--- src/rtl/spi_fbuf_slave.sv ---
module spi_fbuf_slave #(
  parameter int FRAME_MAX = 127,
  parameter int SYNC_STAGES = 2,
  parameter int STW = 3,
  parameter logic [2:0] CMD_RD = 3'b001,
  parameter logic [2:0] CMD_WR = 3'b011,
  localparam int LW = $clog2(FRAME_MAX + 1),
  localparam int AW = $clog2(FRAME_MAX + 2),
  localparam int CW = AW + 1
) (
  input  logic           clk,
  input  logic           rst_n,
  input  logic           spi_sclk,
  input  logic           spi_cs_n,
  input  logic           spi_mosi,
  output logic           spi_miso,
  input  logic [STW-1:0] link_state,
  input  logic           rx_we,
  input  logic [AW-1:0]  rx_addr,
  input  logic [7:0]     rx_data
);

  localparam logic [AW-1:0] LQI_ADDR = AW'(FRAME_MAX + 1);
  localparam logic [CW-1:0] IDX_SAT  = CW'(FRAME_MAX + 2);

  typedef enum logic [1:0] {M_CMD, M_READ, M_WRITE, M_IGN} mode_t;

  logic [SYNC_STAGES-1:0] sck_sy, csn_sy, mosi_sy;
  logic sck_d, cs_act;
  logic sck_now, cs_now, mosi_now;
  logic sck_rise, sck_fall, cs_go, cs_end;

  mode_t       mode;
  logic [2:0]  bitc;
  logic        byte_pend;
  logic [CW-1:0] idx;
  logic [6:0]  sh_in;
  logic [7:0]  tx_sr;
  logic [7:0]  byte_in, next_byte;
  logic        byte_done, wr_byte, wr_busy;

  logic [LW-1:0] len_q;
  logic [7:0]    lqi_q;
  logic [7:0]    pay [1:FRAME_MAX];
  logic [CW-1:0] len_ext;

  function automatic logic [LW-1:0] clamp_len(input logic [7:0] b);
    return (b[LW-1:0] > LW'(FRAME_MAX)) ? LW'(FRAME_MAX) : b[LW-1:0];
  endfunction

  always_ff @(posedge clk) begin
    if (!rst_n) begin
      sck_sy  <= '0;
      csn_sy  <= '1;
      mosi_sy <= '0;
      sck_d   <= 1'b0;
      cs_act  <= 1'b0;
    end else begin
      sck_sy  <= {sck_sy[SYNC_STAGES-2:0], spi_sclk};
      csn_sy  <= {csn_sy[SYNC_STAGES-2:0], spi_cs_n};
      mosi_sy <= {mosi_sy[SYNC_STAGES-2:0], spi_mosi};
      sck_d   <= sck_now;
      cs_act  <= cs_now;
    end
  end

  assign sck_now  = sck_sy[SYNC_STAGES-1];
  assign cs_now   = ~csn_sy[SYNC_STAGES-1];
  assign mosi_now = mosi_sy[SYNC_STAGES-1];
  assign sck_rise = sck_now & ~sck_d;
  assign sck_fall = ~sck_now & sck_d;
  assign cs_go    = cs_now & ~cs_act;
  assign cs_end   = ~cs_now & cs_act;

  assign byte_in   = {sh_in, mosi_now};
  assign byte_done = cs_act & cs_now & sck_rise & (bitc == 3'd7);
  assign wr_byte   = byte_done & (mode == M_WRITE);
  assign wr_busy   = cs_act & (mode == M_WRITE);
  assign len_ext   = CW'(len_q);
  assign spi_miso  = tx_sr[7] & cs_act;

  always_comb begin
    next_byte = 8'h00;
    if (mode == M_READ) begin
      if (idx == '0)                next_byte = 8'(len_q);
      else if (idx <= len_ext)      next_byte = pay[idx[LW-1:0]];
      else if (idx == len_ext + 1'b1) next_byte = lqi_q;
    end
  end

  always_ff @(posedge clk) begin
    if (!rst_n) begin
      mode      <= M_CMD;
      bitc      <= '0;
      byte_pend <= 1'b0;
      idx       <= '0;
      sh_in     <= '0;
      tx_sr     <= '0;
    end else if (!cs_now) begin
      mode      <= M_CMD;
      bitc      <= '0;
      byte_pend <= 1'b0;
      idx       <= '0;
      tx_sr     <= '0;
    end else if (cs_go) begin
      tx_sr     <= 8'(link_state);
      mode      <= M_CMD;
      bitc      <= '0;
      byte_pend <= 1'b0;
      idx       <= '0;
    end else if (sck_rise) begin
      sh_in <= byte_in[6:0];
      bitc  <= bitc + 3'd1;
      if (bitc == 3'd7) begin
        byte_pend <= 1'b1;
        if (mode == M_CMD) begin
          if (byte_in[7:5] == CMD_RD)      mode <= M_READ;
          else if (byte_in[7:5] == CMD_WR) mode <= M_WRITE;
          else                             mode <= M_IGN;
        end else if (mode == M_WRITE && idx < IDX_SAT) begin
          idx <= idx + 1'b1;
        end
      end
    end else if (sck_fall) begin
      if (byte_pend) begin
        tx_sr     <= next_byte;
        byte_pend <= 1'b0;
        if (mode == M_READ && idx < IDX_SAT) idx <= idx + 1'b1;
      end else begin
        tx_sr <= {tx_sr[6:0], 1'b0};
      end
    end
  end

  always_ff @(posedge clk) begin
    if (!rst_n) begin
      len_q <= '0;
      lqi_q <= '0;
      for (int i = 1; i <= FRAME_MAX; i++) pay[i] <= '0;
    end else if (wr_byte) begin
      if (idx == '0)           len_q <= clamp_len(byte_in);
      else if (idx <= len_ext) pay[idx[LW-1:0]] <= byte_in;
    end else if (rx_we && !wr_busy) begin
      if (rx_addr == '0)                     len_q <= clamp_len(rx_data);
      else if (rx_addr == LQI_ADDR)          lqi_q <= rx_data;
      else if (rx_addr <= AW'(FRAME_MAX))    pay[rx_addr[LW-1:0]] <= rx_data;
    end
  end

endmodule


--- config.mk ---
export PLATFORM = sky130hd
export DESIGN_NAME = spi_fbuf_slave
export DESIGN_NICKNAME = d
export VERILOG_FILES = /design/src/rtl/spi_fbuf_slave.sv
export SDC_FILE = /design/constraint.sdc
export NUM_CORES = 2
export LEC_CHECK = 0
export ABC_AREA = 0
export BUFFER_PORTS_ARGS = -buffer_cell sky130_fd_sc_hd__buf_2
export CAP_MARGIN = 20
export CORE_MARGIN = 1.5
export CORE_UTILIZATION = 26
export CTS_BUF_LIST = sky130_fd_sc_hd__clkbuf_2
export DETAILED_ROUTE_END_ITERATION = 16
export GPL_TIMING_DRIVEN = 1
export HOLD_SLACK_MARGIN = 0.15
export PLACE_DENSITY = 0.37
export SYNTH_ARGS = -nofsm -noshare
export SYNTH_HDL_FRONTEND = slang
export SYNTH_SLANG_ARGS = --single-unit
--- constraint.sdc ---
create_clock -name clk -period 6.6 [get_ports clk]
set_clock_uncertainty 0.05 [all_clocks]
set_input_delay 0.66 -clock clk [delete_from_list [all_inputs] [get_ports clk]]
set_output_delay 0.66 -clock clk [all_outputs]
set_load 0.01 [all_outputs]
==> flow_metrics.env <==
export IMPL_worstSetupEndpointType="register"
export IMPL_cts_setup_buffers=0
export IMPL_fillers=18900
export IMPL_drc=0
export IMPL_finalNetCount=3976
export IMPL_async_flop_share_pct=0
export IMPL_slew_headroom_pct=16.3
export IMPL_clk_pin_slew_ps=90
export IMPL_coreArea_mm2=0.186
export IMPL_startpoint_type="register"
export IMPL_cts_sinks=1084
export IMPL_io_pins=26
export IMPL_worst_hold_slack_ps=412
export IMPL_clock_fmax_mhz=194
export IMPL_rows=158
export IMPL_cts_htree_levels=5
export IMPL_grt_first_pass_wirelength_um=249000
export IMPL_dieArea_mm2=0.190
export IMPL_clock_root_buffer="clkbuf_2"
export IMPL_cts_buffer_depth=4
export IMPL_syn_nets=3608
export IMPL_hold_path_class="register to register"
export IMPL_crit_fanout=42
export IMPL_antenna_found_initial=11
export IMPL_synth_main_ff_cell="edfxtp_1"
export IMPL_place_area_mm2=0.0522
export IMPL_yosys_cell_types_count=74
export IMPL_cts_tree="built"
export IMPL_track_usage_pct=18.2
export IMPL_vias_per_cell=4.85
export IMPL_holdCritStartpoint="sck_sy[0]$_SDFF_PN0_"
export IMPL_vias=32200
export IMPL_netlist_area_mm2=0.0486
export IMPL_port_buffers=25
export IMPL_die_w_um=435
export IMPL_synthCells=3571
export IMPL_worstMarginPinSlew_ps=1250
export IMPL_total_power_mw=13.4
export IMPL_avgRoutedWirePerCell_um=26.4
export IMPL_power_density_mw_per_mm2=240
export IMPL_grt_max_degree=92
export IMPL_utilization_pct=30.0
export IMPL_drt_total_wl_um=175000
export IMPL_syn_mean_instance_area_um2=13.6
export IMPL_cts_buffers=319
export IMPL_yosysWarnings=0
export IMPL_leakage_nw=18.0
export IMPL_vdd_ir_drop_worst_uv=181
export IMPL_design_area_mm2=0.0557
export IMPL_setup_violations=0
export IMPL_first_pass_iters=7
export IMPL_min_period_ps=5140
export IMPL_grt_pass1_vias=32700
export IMPL_areaGrowthSynthToFinish_pct=14.5
export IMPL_start_util_pct=26.2
export IMPL_status="finished clean"
export IMPL_final_max_slew_viol_count=0
export IMPL_grt_ovfl_total=0
export IMPL_gp_congestion=0.781
export IMPL_worstReg2RegStart="mode[0]$_SDFFE_PP0P_"
export IMPL_critical_path_required_ps=7960
export IMPL_path_class="register to register"
export IMPL_maxCapViolCount=0
export IMPL_rsz0062_at_grt="false"
export IMPL_arrival_ps=6500
export IMPL_place_hpwl_um=112000
export IMPL_timing_final_crit_share_pct=78.0
export IMPL_tns_ps=0
export IMPL_finalHoldViolCount=0
export IMPL_ant_nets=0
export IMPL_ys_ff_latch=1084
export IMPL_synth_edf_count=1024
export IMPL_crit_path_start="mode[0]$_SDFFE_PP0P_"
export IMPL_die_h_um=435
export IMPL_drive_gt1_share_pct=24.7
export IMPL_seq_area_frac_synth_pct=65.7
export IMPL_clock_latency_ps=1760
export IMPL_drtIter0Drc=2588
-- where the power goes --
part           total (mW)  switching (mW)  internal [mW]
clock network        5.06            3.04           2.02
logic               0.531           0.357          0.174
registers            7.77          0.0702           7.70
total                13.4            3.47           9.90
-- cells in the mapped netlist (21+ instances only) --
cell      count  area share, %
nor2_1     1091            8.4
edfxtp_1   1024             63
mux4_2      228             11
nand2_1     190            1.5
o21ai_0     129            1.3
mux2i_1     118            2.4
buf_2       113            1.2
clkbuf_1     72           0.56
a22oi_1      68            1.0
dfxtp_1      60            2.5
nor2b_1      38           0.49
a21oi_1      37           0.38
buf_4        35           0.54
inv_1        29           0.22
a221oi_1     28           0.50
nand3_2      24           0.49
nand2b_1     21           0.27
-- per-layer routing --
metal / vias up / GRT usage [%] / part of all wire (%) / wire length (um)
met3: 263 / 3.49 / 4.9 / 8650
met4: 4 / 5.21 / 2.1 / 3740
met2: 1039 / 28.1 / 46 / 79700
met5: - / 0 / 0.019 / 33
li1: 14100 / - / - / -
met1: 16800 / 26.0 / 47 / 82900
-- kinds of logic after synthesis --
logic type,count (synthesis),share of synthesized area (%)
adders and majority gates,12,0.309
xor gates and xnor gates,15,0.270
DFF,1084,65.7
buffers and inverters,282,3.07
muxes,356,13.2
and+or+nand+nor,1464,12.5
AOI/OAI and AO/OA,358,4.96
-- worst paths after layout --
| path | cells past startpoint | to | slack [ps] |
|---|---|---|---|
| worst max-delay path | 11 | pay[102][3]$_SDFFCE_PN0P_ | 1460 |
| worst min-delay path | 1 | sck_sy[1]$_SDFF_PN0_ | 410 |
| worst min register to register | 1 | sck_sy[1]$_SDFF_PN0_ | 410 |
| worst max register to register | 11 | pay[102][3]$_SDFFCE_PN0P_ | 1460 |
-- timing repair --
| action | in CTS | in global routing |
|---|---|---|
| gates resized for setup | 0 | 0 |
| hold endpoints to repair | 2011 | 0 |
| hold buffers | 74 | 0 |
-- metrics by stage --
| step | instances | worst slack, ps |
|---|---|---|
| 5_1_grt | 6638 | 1260 |
| 4_1_cts | 6627 | 1470 |
| 6_report | 6639 | 1460 |
| 3_5_place_dp | 6016 | 1650 |
| 2_1_floorplan | 3571 | 3230 |
| 3_3_place_gp | 6002 | 1320 |
-- sequential cells by signal, indices dropped and copies added, names as in the netlist, 3 cells and up, named ones only --
signal  cells
sh_in       7
lqi_q       8
pay      1024
len_q       7
bitc        3
idx         9
tx_sr       8
-- final cells by class --
cell class | instances | area (um2) | area share (%)
clock inverter | 56 | 293 | 0.526
sequential | 1084 | 32000 | 57.4
tap | 2480 | 3100 | 5.57
multi-input combinational | 2205 | 15400 | 27.6
clock buffer | 481 | 2410 | 4.32
inverter | 30 | 113 | 0.202
timing repair buffer | 299 | 2410 | 4.33
antenna | 4 | 10.0 | 0.0180
-- worst max-delay path: stages (launching register included) --
cell and delay, ps:
dfxtp_1 420, nand3b_1 270, nand4_1 150, o21ba_2 810, mux2i_1 190, dlygate4sd3_1 600, nor2_1 80, dlygate4sd3_1 600
buf_4 180, nand2_8 250, o21ai_0 890, buf_4 280
-- cell usage in the layout, fill, tap and decap left out, types with 8 or more instances in the layout --
cell	synthesis	final
clkbuf_2	0	482
nor2_1	1091	1090
a22o_1	9	9
nand2_8	0	8
ha_1	12	12
nand4_1	10	10
a21oi_1	37	37
a22oi_1	68	68
buf_4	35	181
o211a_1	8	8
inv_2	1	9
inv_1	29	25
nor2b_1	38	36
o21ai_0	129	124
nand2_1	190	190
mux2_2	10	10
dfxtp_1	60	54
dlygate4sd3_1	0	73
mux4_2	228	228
edfxtp_1	1024	1024
and2_1	13	13
nand2b_1	21	21
xor2_1	8	8
clkinv_1	0	46
buf_2	113	36
a221oi_1	28	28
mux2i_1	118	110
nand3_1	20	20
mux2i_4	0	8
nand3_2	24	24
nor3_1	10	10
Note: power is estimated with default switching activity, not from simulation.
